**config.mk**
```make
export PLATFORM = sky130hd
export DESIGN_NAME = selfid_parser
export DESIGN_NICKNAME = d
export VERILOG_FILES = /design/src/rtl/selfid_pkg.sv /design/src/rtl/selfid_chain_check.sv /design/src/rtl/selfid_port_unpack.sv /design/src/rtl/selfid_parser.sv
export SDC_FILE = /design/constraint.sdc
export NUM_CORES = 1
export LEC_CHECK = 0
export BUFFER_PORTS_ARGS = -buffer_cell sky130_fd_sc_hd__buf_2
export CORE_UTILIZATION = 45
export CTS_CLUSTER_SIZE = 12
export DETAILED_ROUTE_END_ITERATION = 12
export GPL_TIMING_DRIVEN = 1
export SLEW_MARGIN = 20
export SYNTH_ARGS = -nofsm -noshare
export SYNTH_HDL_FRONTEND = slang
export SYNTH_HIERARCHICAL = 1
export SYNTH_SLANG_ARGS = --single-unit
```
**constraint.sdc**
```tcl
create_clock -name clk -period 4.57 [get_ports clk]
set_input_delay 0.6855 -clock clk [delete_from_list [all_inputs] [get_ports clk]]
set_output_delay 0.6855 -clock clk [all_outputs]
set_load 0.02 [all_outputs]
```
**src/rtl/selfid_pkg.sv**
```systemverilog
package selfid_pkg;

    localparam int QW          = 32;
    localparam int PORT_SKEW   = 5;
    localparam int PORTS_PER_Q = 8;
    localparam logic [1:0] SELF_TAG = 2'd2;

    typedef enum logic [2:0] {
        FLT_NONE    = 3'd0,
        FLT_TAG     = 3'd1,
        FLT_NO_EXT  = 3'd2,
        FLT_SEQNO   = 3'd3,
        FLT_OVERLEN = 3'd4,
        FLT_TRUNC   = 3'd5
    } fault_e;

    typedef enum logic [1:0] {
        PS_FIRST,
        PS_CONT,
        PS_DRAIN
    } pstate_e;

    typedef struct packed {
        logic [5:0] phy;
        logic       link;
        logic [5:0] gap;
        logic [1:0] speed;
        logic       contender;
        logic [2:0] power;
        logic       init_reset;
    } node_hdr_t;

    function automatic logic [1:0] q_tag(input logic [QW-1:0] q);
        return q[31:30];
    endfunction

    function automatic logic q_more(input logic [QW-1:0] q);
        return q[0];
    endfunction

    function automatic logic q_ext(input logic [QW-1:0] q);
        return q[23];
    endfunction

    function automatic logic [2:0] q_seqno(input logic [QW-1:0] q);
        return q[22:20];
    endfunction

    function automatic node_hdr_t hdr_decode(input logic [QW-1:0] q);
        node_hdr_t h;
        h.phy        = q[29:24];
        h.link       = q[22];
        h.gap        = q[21:16];
        h.speed      = q[15:14];
        h.contender  = q[11];
        h.power      = q[10:8];
        h.init_reset = q[1];
        return h;
    endfunction

    function automatic int port_quad(input int p);
        return (p + PORT_SKEW) / PORTS_PER_Q;
    endfunction

    function automatic int port_shift(input int p);
        return 16 - ((p + PORT_SKEW) % PORTS_PER_Q) * 2;
    endfunction

endpackage

```
**src/rtl/selfid_chain_check.sv**
```systemverilog
module selfid_chain_check
    import selfid_pkg::*;
#(
    parameter int MAX_QUADS = 4,
    localparam int IDX_W    = $clog2(MAX_QUADS)
) (
    input  logic [QW-1:0]    quad,
    input  logic             is_cont,
    input  logic [IDX_W-1:0] slot,
    input  logic             last,
    output fault_e           fault,
    output logic             closes
);
    logic [2:0] want_seq;

    assign want_seq = 3'(slot) - 3'd1;
    assign closes   = !q_more(quad);

    always_comb begin
        fault = FLT_NONE;
        if (q_tag(quad) != SELF_TAG)
            fault = FLT_TAG;
        else if (is_cont && !q_ext(quad))
            fault = FLT_NO_EXT;
        else if (is_cont && q_seqno(quad) != want_seq)
            fault = FLT_SEQNO;
        else if (q_more(quad) && slot == IDX_W'(MAX_QUADS - 1))
            fault = FLT_OVERLEN;
        else if (q_more(quad) && last)
            fault = FLT_TRUNC;
    end
endmodule

```
**src/rtl/selfid_port_unpack.sv**
```systemverilog
module selfid_port_unpack
    import selfid_pkg::*;
#(
    parameter int MAX_QUADS = 4,
    localparam int NPORTS   = MAX_QUADS * PORTS_PER_Q - PORT_SKEW,
    localparam int CNT_W    = $clog2(MAX_QUADS + 1)
) (
    input  logic [MAX_QUADS*QW-1:0] quads,
    input  logic [CNT_W-1:0]        count,
    output logic [2*NPORTS-1:0]     codes
);
    for (genvar p = 0; p < NPORTS; p++) begin : g_port
        localparam int QI = port_quad(p);
        localparam int SH = port_shift(p);
        assign codes[2*p +: 2] = (CNT_W'(QI) < count) ? quads[QI*QW + SH +: 2] : 2'b00;
    end
endmodule

```
**src/rtl/selfid_parser.sv**
```systemverilog
module selfid_parser
    import selfid_pkg::*;
#(
    parameter int MAX_QUADS = 4,
    localparam int IDX_W    = $clog2(MAX_QUADS),
    localparam int CNT_W    = $clog2(MAX_QUADS + 1),
    localparam int NPORTS   = MAX_QUADS * PORTS_PER_Q - PORT_SKEW
) (
    input  logic                clk,
    input  logic                rst,
    input  logic                in_valid,
    output logic                in_ready,
    input  logic [31:0]         in_quad,
    input  logic                in_last,
    output logic                out_valid,
    input  logic                out_ready,
    output logic [5:0]          out_phy_id,
    output logic                out_link_active,
    output logic [5:0]          out_gap_count,
    output logic [1:0]          out_speed,
    output logic                out_contender,
    output logic [2:0]          out_power_class,
    output logic                out_init_reset,
    output logic [CNT_W-1:0]    out_quad_count,
    output logic [2*NPORTS-1:0] out_port_codes,
    output logic                fault_valid,
    output logic [2:0]          fault_code
);
    pstate_e              state;
    logic [IDX_W-1:0]     slot;
    logic [QW-1:0]        qbuf [MAX_QUADS];
    logic [MAX_QUADS*QW-1:0] gathered;
    logic                 take;
    fault_e               fault_now;
    fault_e               fault_q;
    logic                 closes;
    logic [CNT_W-1:0]     count_now;
    logic [2*NPORTS-1:0]  codes_now;
    node_hdr_t            hdr_now;
    node_hdr_t            hdr_q;

    assign in_ready  = !out_valid || out_ready;
    assign take      = in_valid && in_ready;
    assign count_now = CNT_W'(slot) + CNT_W'(1);

    for (genvar i = 0; i < MAX_QUADS; i++) begin : g_gather
        assign gathered[i*QW +: QW] = (IDX_W'(i) == slot) ? in_quad : qbuf[i];
    end

    assign hdr_now = hdr_decode(gathered[QW-1:0]);

    selfid_chain_check #(.MAX_QUADS(MAX_QUADS)) u_check (
        .quad    (in_quad),
        .is_cont (state == PS_CONT),
        .slot    (slot),
        .last    (in_last),
        .fault   (fault_now),
        .closes  (closes)
    );

    selfid_port_unpack #(.MAX_QUADS(MAX_QUADS)) u_unpack (
        .quads (gathered),
        .count (count_now),
        .codes (codes_now)
    );

    always_ff @(posedge clk) begin
        if (take && state != PS_DRAIN && fault_now == FLT_NONE && !closes)
            qbuf[slot] <= in_quad;
    end

    always_ff @(posedge clk) begin
        if (rst) begin
            state          <= PS_FIRST;
            slot           <= '0;
            out_valid      <= 1'b0;
            fault_valid    <= 1'b0;
            fault_q        <= FLT_NONE;
            hdr_q          <= '0;
            out_quad_count <= '0;
            out_port_codes <= '0;
        end else begin
            fault_valid <= 1'b0;
            if (out_valid && out_ready)
                out_valid <= 1'b0;
            if (take) begin
                if (state == PS_DRAIN) begin
                    if (in_last)
                        state <= PS_FIRST;
                end else if (fault_now != FLT_NONE) begin
                    fault_valid <= 1'b1;
                    fault_q     <= fault_now;
                    slot        <= '0;
                    state       <= in_last ? PS_FIRST : PS_DRAIN;
                end else if (closes) begin
                    out_valid      <= 1'b1;
                    hdr_q          <= hdr_now;
                    out_quad_count <= count_now;
                    out_port_codes <= codes_now;
                    slot           <= '0;
                    state          <= PS_FIRST;
                end else begin
                    slot  <= slot + IDX_W'(1);
                    state <= PS_CONT;
                end
            end
        end
    end

    assign out_phy_id      = hdr_q.phy;
    assign out_link_active = hdr_q.link;
    assign out_gap_count   = hdr_q.gap;
    assign out_speed       = hdr_q.speed;
    assign out_contender   = hdr_q.contender;
    assign out_power_class = hdr_q.power;
    assign out_init_reset  = hdr_q.init_reset;
    assign fault_code      = fault_q;
endmodule

```
==> results.sh, run 1 <==
export IMPL_max_slew_margin=0.435
export IMPL_max_cap_violations=0
export IMPL_drc=0
export IMPL_grt_max_degree=55
export IMPL_numCtsBuffers=17
export IMPL_timing_rr_end="qbuf[1][8]"
export IMPL_synth_warnings=6
export IMPL_clock_skew_ns=0.00759
export IMPL_path_cells="inv_1 > ha_1 > xnor2_1 > nor4_1 > o21ai_0 > or4_1 > nor4_4 > and2_1"
export IMPL_cts_htree_levels=4
export IMPL_path_class="reg -> reg"
export IMPL_post_cts_buffers=0
export IMPL_syn_area_per_cell_um2=11.6
export IMPL_clkPwrFrac=0.448
export IMPL_port_buffers=119
export IMPL_drt_iter0_drc=266
export IMPL_cts_tree="done"
export IMPL_finalCritPeriodShare=0.779
export IMPL_drt_first_pass_iters=4
export IMPL_hold_depth=2
export IMPL_finalSetupViolations=0
export IMPL_gp_congestion=0.835
export IMPL_vias=4771
export IMPL_diodes=0
export IMPL_rows=46
export IMPL_power_switching_uw=637
export IMPL_power_switching_share=0.209
export IMPL_clock_latency_ns=0.42
export IMPL_die_area_mm2=0.0168
export IMPL_syn_nets=676
export IMPL_hp_start="out_port_codes[46]"
export IMPL_grt_antenna_before_repair=0
export IMPL_wl_per_cell_um=15.9
export IMPL_period_minus_slack_ns=3.56
export IMPL_worstPathRequired_ns=4.61
export IMPL_regArea_mm2=0.00394
export IMPL_cp_arrival_ns=3.60
export IMPL_grt_pass1_wl_mm=24.3
export IMPL_slowest_delay_ns=0.67
export IMPL_syn_inst=633
export IMPL_pwr_share_comb=0.054
export IMPL_hold_ws_ns=0.452
export IMPL_intPower_mw=2.41
export IMPL_status="finished clean"
export IMPL_pin_count=120
export IMPL_hpwl_mm=10.5
export IMPL_num_nets_final=774
export IMPL_die_h_um=130
export IMPL_vias_per_cell=4.97
export IMPL_nFillCells=1431
export IMPL_final_hold_viol_count=0
export IMPL_slowest_stage="and2_1"
export IMPL_power_density_mw_per_mm2=357
export IMPL_post_cts_resized=0
export IMPL_cts_sinks=160
export IMPL_p_leak_nw=3.21
export IMPL_ctsHoldBuffers=0
export IMPL_clkTransAtPathRegs_ns=0.06
export IMPL_r2r_start="slot[0]"
export IMPL_track_usage=0.191
export IMPL_end_kind="flop"
export IMPL_synth_area_mm2=0.00732
export IMPL_crit_fanout=16
export IMPL_reg2reg_depth=8
export IMPL_hold_class="reg -> reg"
export IMPL_clockBufferDepth=2
export IMPL_wl_mm=15.3
export IMPL_report_final_slew_viol_count=0
export IMPL_coreArea_mm2=0.0159
export IMPL_drive_gt1_frac=0.327
export IMPL_cts_root_buf="clkbuf_16"
export IMPL_grt_pass1_vias=4655
export IMPL_worstHoldEndpoint="out_port_codes[46]"
export IMPL_rrSetupSlack_ns=1.01
export IMPL_rsz0062_at_grt="no"
export IMPL_overflow=0
export IMPL_peakVddDrop_v=0.000273
export IMPL_area_growth_pct=16.6
export IMPL_fin_setup_tns_ns=0
export IMPL_drtAntennaViolNets=0
export IMPL_p_seq_frac=0.498
export IMPL_critPathLaunchType="flop"
export IMPL_multi_input_area_mm2=0.00304
export IMPL_clock_fmax_mhz=281
export IMPL_start_util=0.461
export IMPL_die_w_um=130
export IMPL_worst_pin_slew_ns=0.848
## power groups by stage
| stage | logic [mW] | registers [mW] | clock network (mW) |
|---|---|---|---|
| 2_1_floorplan | 0.0961 | 1.55 | 0 |
| 3_3_place_gp | 0.162 | 1.54 | 0 |
| 3_5_place_dp | 0.164 | 1.55 | 0 |
| 4_1_cts | 0.165 | 1.51 | 1.40 |
| 5_1_grt | 0.179 | 1.51 | 1.46 |
| 6_report | 0.164 | 1.51 | 1.36 |
## layout by cell type, fill, tap and decap left out, types with 8 or more instances in the layout
master and n:
buf_2 119, inv_1 10, nor2b_1 28, clkbuf_16 19
mux2i_1 76, nand2_1 153, edfxtp_1 74, mux2_2 75
dfxtp_1 86, nor2b_2 8, and2_1 20
## per-layer routing
layer,part of all wire,vias to the layer above,global-route usage
met3,0.037,16,0.0326
met1,0.48,2303,0.257
met2,0.46,109,0.309
met5,0,-,0
li1,-,2343,-
met4,0.018,0,0.0739
## area by class of cell
| class | instances | area share |
|---|---|---|
| inverters | 12 | 0.00557 |
| well taps | 216 | 0.0317 |
| clock inverters | 6 | 0.00616 |
| multi-input cells | 415 | 0.357 |
| flip-flops and latches | 160 | 0.462 |
| clock buffers | 26 | 0.0612 |
| repair buffers | 125 | 0.0766 |
## state kept, by name, indices dropped and copies added, names as in the netlist
name and count:
out_power_class 3, fault_code 3, out_quad_count 3, slot 2, state 2, out_contender 1, out_link_active 1, out_gap_count 6
out_port_codes 54, fault_valid 1, qbuf 74, out_valid 1, out_init_reset 1, out_speed 2, out_phy_id 6
## through the flow
stage	std cells	worst slack [ns]	utilization	instance area, µm²	power [mW]
floorplan	633	1.29	-	7320	1.65
global placement	928	1.12	0.501	7960	1.71
detailed placement	928	0.989	0.501	7960	1.71
CTS	960	0.966	0.537	8530	3.08
global route	960	0.753	0.537	8530	3.15
finish	960	1.01	0.537	8530	3.04
## worst max path at each step
stage	slack (ns)	to	from	cells past startpoint
floorplan	1.29	qbuf[0][10]	slot[0]	8
finish	1.01	qbuf[1][8]	slot[0]	8
detailed placement	0.99	qbuf[2][4]	slot[0]	8
global placement	1.12	qbuf[1][10]	in_last	7
global route	0.75	qbuf[1][15]	slot[0]	8
CTS	0.97	qbuf[2][4]	slot[0]	8
## worst max-delay path: cells and delay by family, from the launching register on
family | cells | cell delay, ns
AND/OR/NAND/NOR | 4 | 1.93
flip-flops | 1 | 0.47
adder cells (fa/ha/maj) | 1 | 0.31
AO/OA/AOI/OAI | 1 | 0.24
XOR/XNOR | 1 | 0.15
buffers and inverters | 1 | 0.08
Note: power is estimated with default switching activity, not from simulation.
==> run 2, diff against run 1 <==
--- a/config.mk
+++ b/config.mk
@@ -5,11 +5,13 @@
 export SDC_FILE = /design/constraint.sdc
 export NUM_CORES = 1
 export LEC_CHECK = 0
+export ABC_AREA = 1
 export BUFFER_PORTS_ARGS = -buffer_cell sky130_fd_sc_hd__buf_2
 export CORE_UTILIZATION = 45
 export CTS_CLUSTER_SIZE = 12
 export DETAILED_ROUTE_END_ITERATION = 12
 export GPL_TIMING_DRIVEN = 1
+export PLACE_DENSITY = 0.67
 export SLEW_MARGIN = 20
 export SYNTH_ARGS = -nofsm -noshare
 export SYNTH_HDL_FRONTEND = slang
==> constraint.sdc (replaced) <==
create_clock -name clk -period 3 [get_ports clk]
set_input_delay 0.45 -clock clk [delete_from_list [all_inputs] [get_ports clk]]
set_output_delay 0.45 -clock clk [all_outputs]
set_load 0.02 [all_outputs]
==> run 2 against run 1 <==
Against the previous run:
- flip-flop and latch count unchanged
- largest cell class unchanged
- power up 52%
- fmax is 35% higher
- critical path depth rose by 8
- synthesized cell count up 52%
- clock-buffer cell count shrank 8
- clock skew decreased by 0.0025 ns
- non-clock buffer count grew 11
- sequential power rose by 55%
==> results.sh, run 2 <==
export IMPL_critical_path_endpoint="qbuf[3][14]"
export IMPL_cts_tree="done"
export IMPL_syn_nets=1007
export IMPL_coreArea_mm2=0.0159
export IMPL_critPathLaunchType="flop"
export IMPL_fin_setup_tns_ns=0
export IMPL_vias_per_cell=4.53
export IMPL_post_cts_buffers=0
export IMPL_vias=5859
export IMPL_port_buffers=119
export IMPL_cts_htree_levels=4
export IMPL_rrSetupSlack_ns=0.36
export IMPL_path_cells="inv_1 > ha_1 > inv_1 > nand2_1 > nand2_1 > nand3_2 > nand2_2 > nand2_1 > nand2_1 > nand2_1 > nor2_1 > nand2_1 > nor2_2 > nand2_1 > nor2_1 > buf_4"
export IMPL_drtAntennaViolNets=0
export IMPL_power_switching_mw=1.09
export IMPL_drive_gt1_frac=0.179
export IMPL_num_nets_final=1106
export IMPL_worst_path_most_repeated_cell="nand2_1"
export IMPL_peakVddDrop_v=0.000404
export IMPL_ctsHoldBuffers=0
export IMPL_timing_rr_end="qbuf[3][14]"
export IMPL_drt_first_pass_iters=5
export IMPL_worst_pin_slew_ns=0.668
export IMPL_syn_inst=964
export IMPL_synth_area_mm2=0.00737
export IMPL_cp_num_cells=16
export IMPL_rsz0062_at_grt="no"
export IMPL_power_density_mw_per_mm2=538
export IMPL_cp_top_family="simple AND/OR/NAND/NOR gates"
export IMPL_final_cell_mix="nand2_1, nor2_1, inv_1"
export IMPL_cts_root_buf="clkbuf_16"
export IMPL_gp_congestion=0.776
export IMPL_die_h_um=130
export IMPL_diodes=0
export IMPL_syn_area_per_cell_um2=7.65
export IMPL_worstPathRequired_ns=3.12
export IMPL_largest_reg_flops=74
export IMPL_crit_buf_inv=3
export IMPL_path_class="reg -> reg"
export IMPL_finalCritPeriodShare=0.880
export IMPL_cts_sinks=160
export IMPL_r2r_start="slot[1]"
export IMPL_crit_fanout=10
export IMPL_clockBufferDepth=2
export IMPL_slowest_delay_ns=0.42
export IMPL_finalSetupViolations=0
export IMPL_grt_pass1_vias=5293
export IMPL_overflow=0
export IMPL_grt_antenna_before_repair=0
export IMPL_utilization=0.540
export IMPL_drc=0
export IMPL_wl_mm=16.2
export IMPL_clock_latency_ns=0.42
export IMPL_clkPwrFrac=0.422
export IMPL_die_w_um=130
export IMPL_biggestRegsByFlops="qbuf: 74 flops, out_port_codes: 54 flops"
export IMPL_reg2reg_depth=16
export IMPL_p_leak_nw=4.09
export IMPL_pin_count=120
export IMPL_grt_max_degree=66
export IMPL_intPower_mw=3.55
export IMPL_finalPower_mw=4.64
export IMPL_cp_arrival_ns=2.76
export IMPL_p_seq_frac=0.504
export IMPL_clock_fmax_mhz=379
export IMPL_synth_warnings=6
export IMPL_top_register="qbuf"
export IMPL_place_inst=1260
export IMPL_area_growth_pct=16.8
export IMPL_wl_per_cell_um=12.5
export IMPL_power_switching_share=0.234
export IMPL_rows=46
export IMPL_status="finished clean"
export IMPL_period_minus_slack_ns=2.64
export IMPL_clock_skew_ns=0.00513
export IMPL_hold_class="in -> reg"
export IMPL_final_cells=1292
export IMPL_max_cap_violations=0
export IMPL_drt_iter0_drc=363
export IMPL_max_slew_margin=0.552
export IMPL_pwr_share_comb=0.074
export IMPL_hpwl_mm=11.4
export IMPL_grt_pass1_wl_mm=25.9
export IMPL_track_usage=0.202
export IMPL_slowest_stage="dfxtp_1"
export IMPL_final_hold_viol_count=0
export IMPL_die_area_mm2=0.0169
export IMPL_critical_path_startpoint="slot[1]"
export IMPL_numCtsBuffers=17
export IMPL_layout_commonest_cell="nand2_1"
export IMPL_start_util=0.463
export IMPL_end_kind="flop"
export IMPL_report_final_slew_viol_count=0
export IMPL_clkTransAtPathRegs_ns=0.06
export IMPL_post_cts_resized=0
## run 2: worst min-delay path by stage
stage	from	to	slack, ns	depth (start not counted)
after CTS	in_quad[27]	qbuf[0][27]	0.20	1
after global routing	in_quad[27]	qbuf[0][27]	0.20	1
after detailed placement	fault_code[2]	fault_code[2]	0.46	2
after global placement	fault_code[2]	fault_code[2]	0.45	2
final	in_quad[26]	qbuf[0][26]	0.22	1
after floorplan	state[0]	state[0]	0.44	2
## run 2: power by group through the flow
stage / clock network, mW / registers (mW) / logic (mW)
finish: 1.95 / 2.34 / 0.343
global route: 2.09 / 2.34 / 0.391
CTS: 1.99 / 2.34 / 0.346
detailed placement: 0 / 2.39 / 0.345
global placement: 0 / 2.38 / 0.343
floorplan: 0 / 2.42 / 0.184
## run 2: metal layers
metal	up-vias	track usage	wire, µm
li1	3089	-	-
met1	2632	0.264	7560
met2	122	0.332	7670
met3	16	0.0394	708
met4	0	0.0766	228
met5	-	0	0
## run 2: stage by stage
step	setup slack, ns	area, µm²	hold slack [ns]
3_5_place_dp	0.268	8080	0.456
4_1_cts	0.232	8610	0.203
5_1_grt	0.0738	8620	0.198
3_3_place_gp	0.350	8080	0.449
2_1_floorplan	0.132	7380	0.444
6_report	0.360	8620	0.219
## run 2: final cells by class
type | count | area [µm²]
clock buffer | 18 | 429
clock inverter | 14 | 100
fill | 1606 | 7330
inverter | 137 | 517
multi-input combinational | 611 | 2590
sequential | 160 | 3950
tap | 216 | 270
timing repair buffer | 136 | 761
## run 2: worst register-to-register path: cells and delay by family (launching register included)
family                     cells  cell delay (ns)
DFF                            1             0.42
adders and majority gates      1             0.29
buffers and inverters          3             0.38
and+or+nand+nor               12             1.25
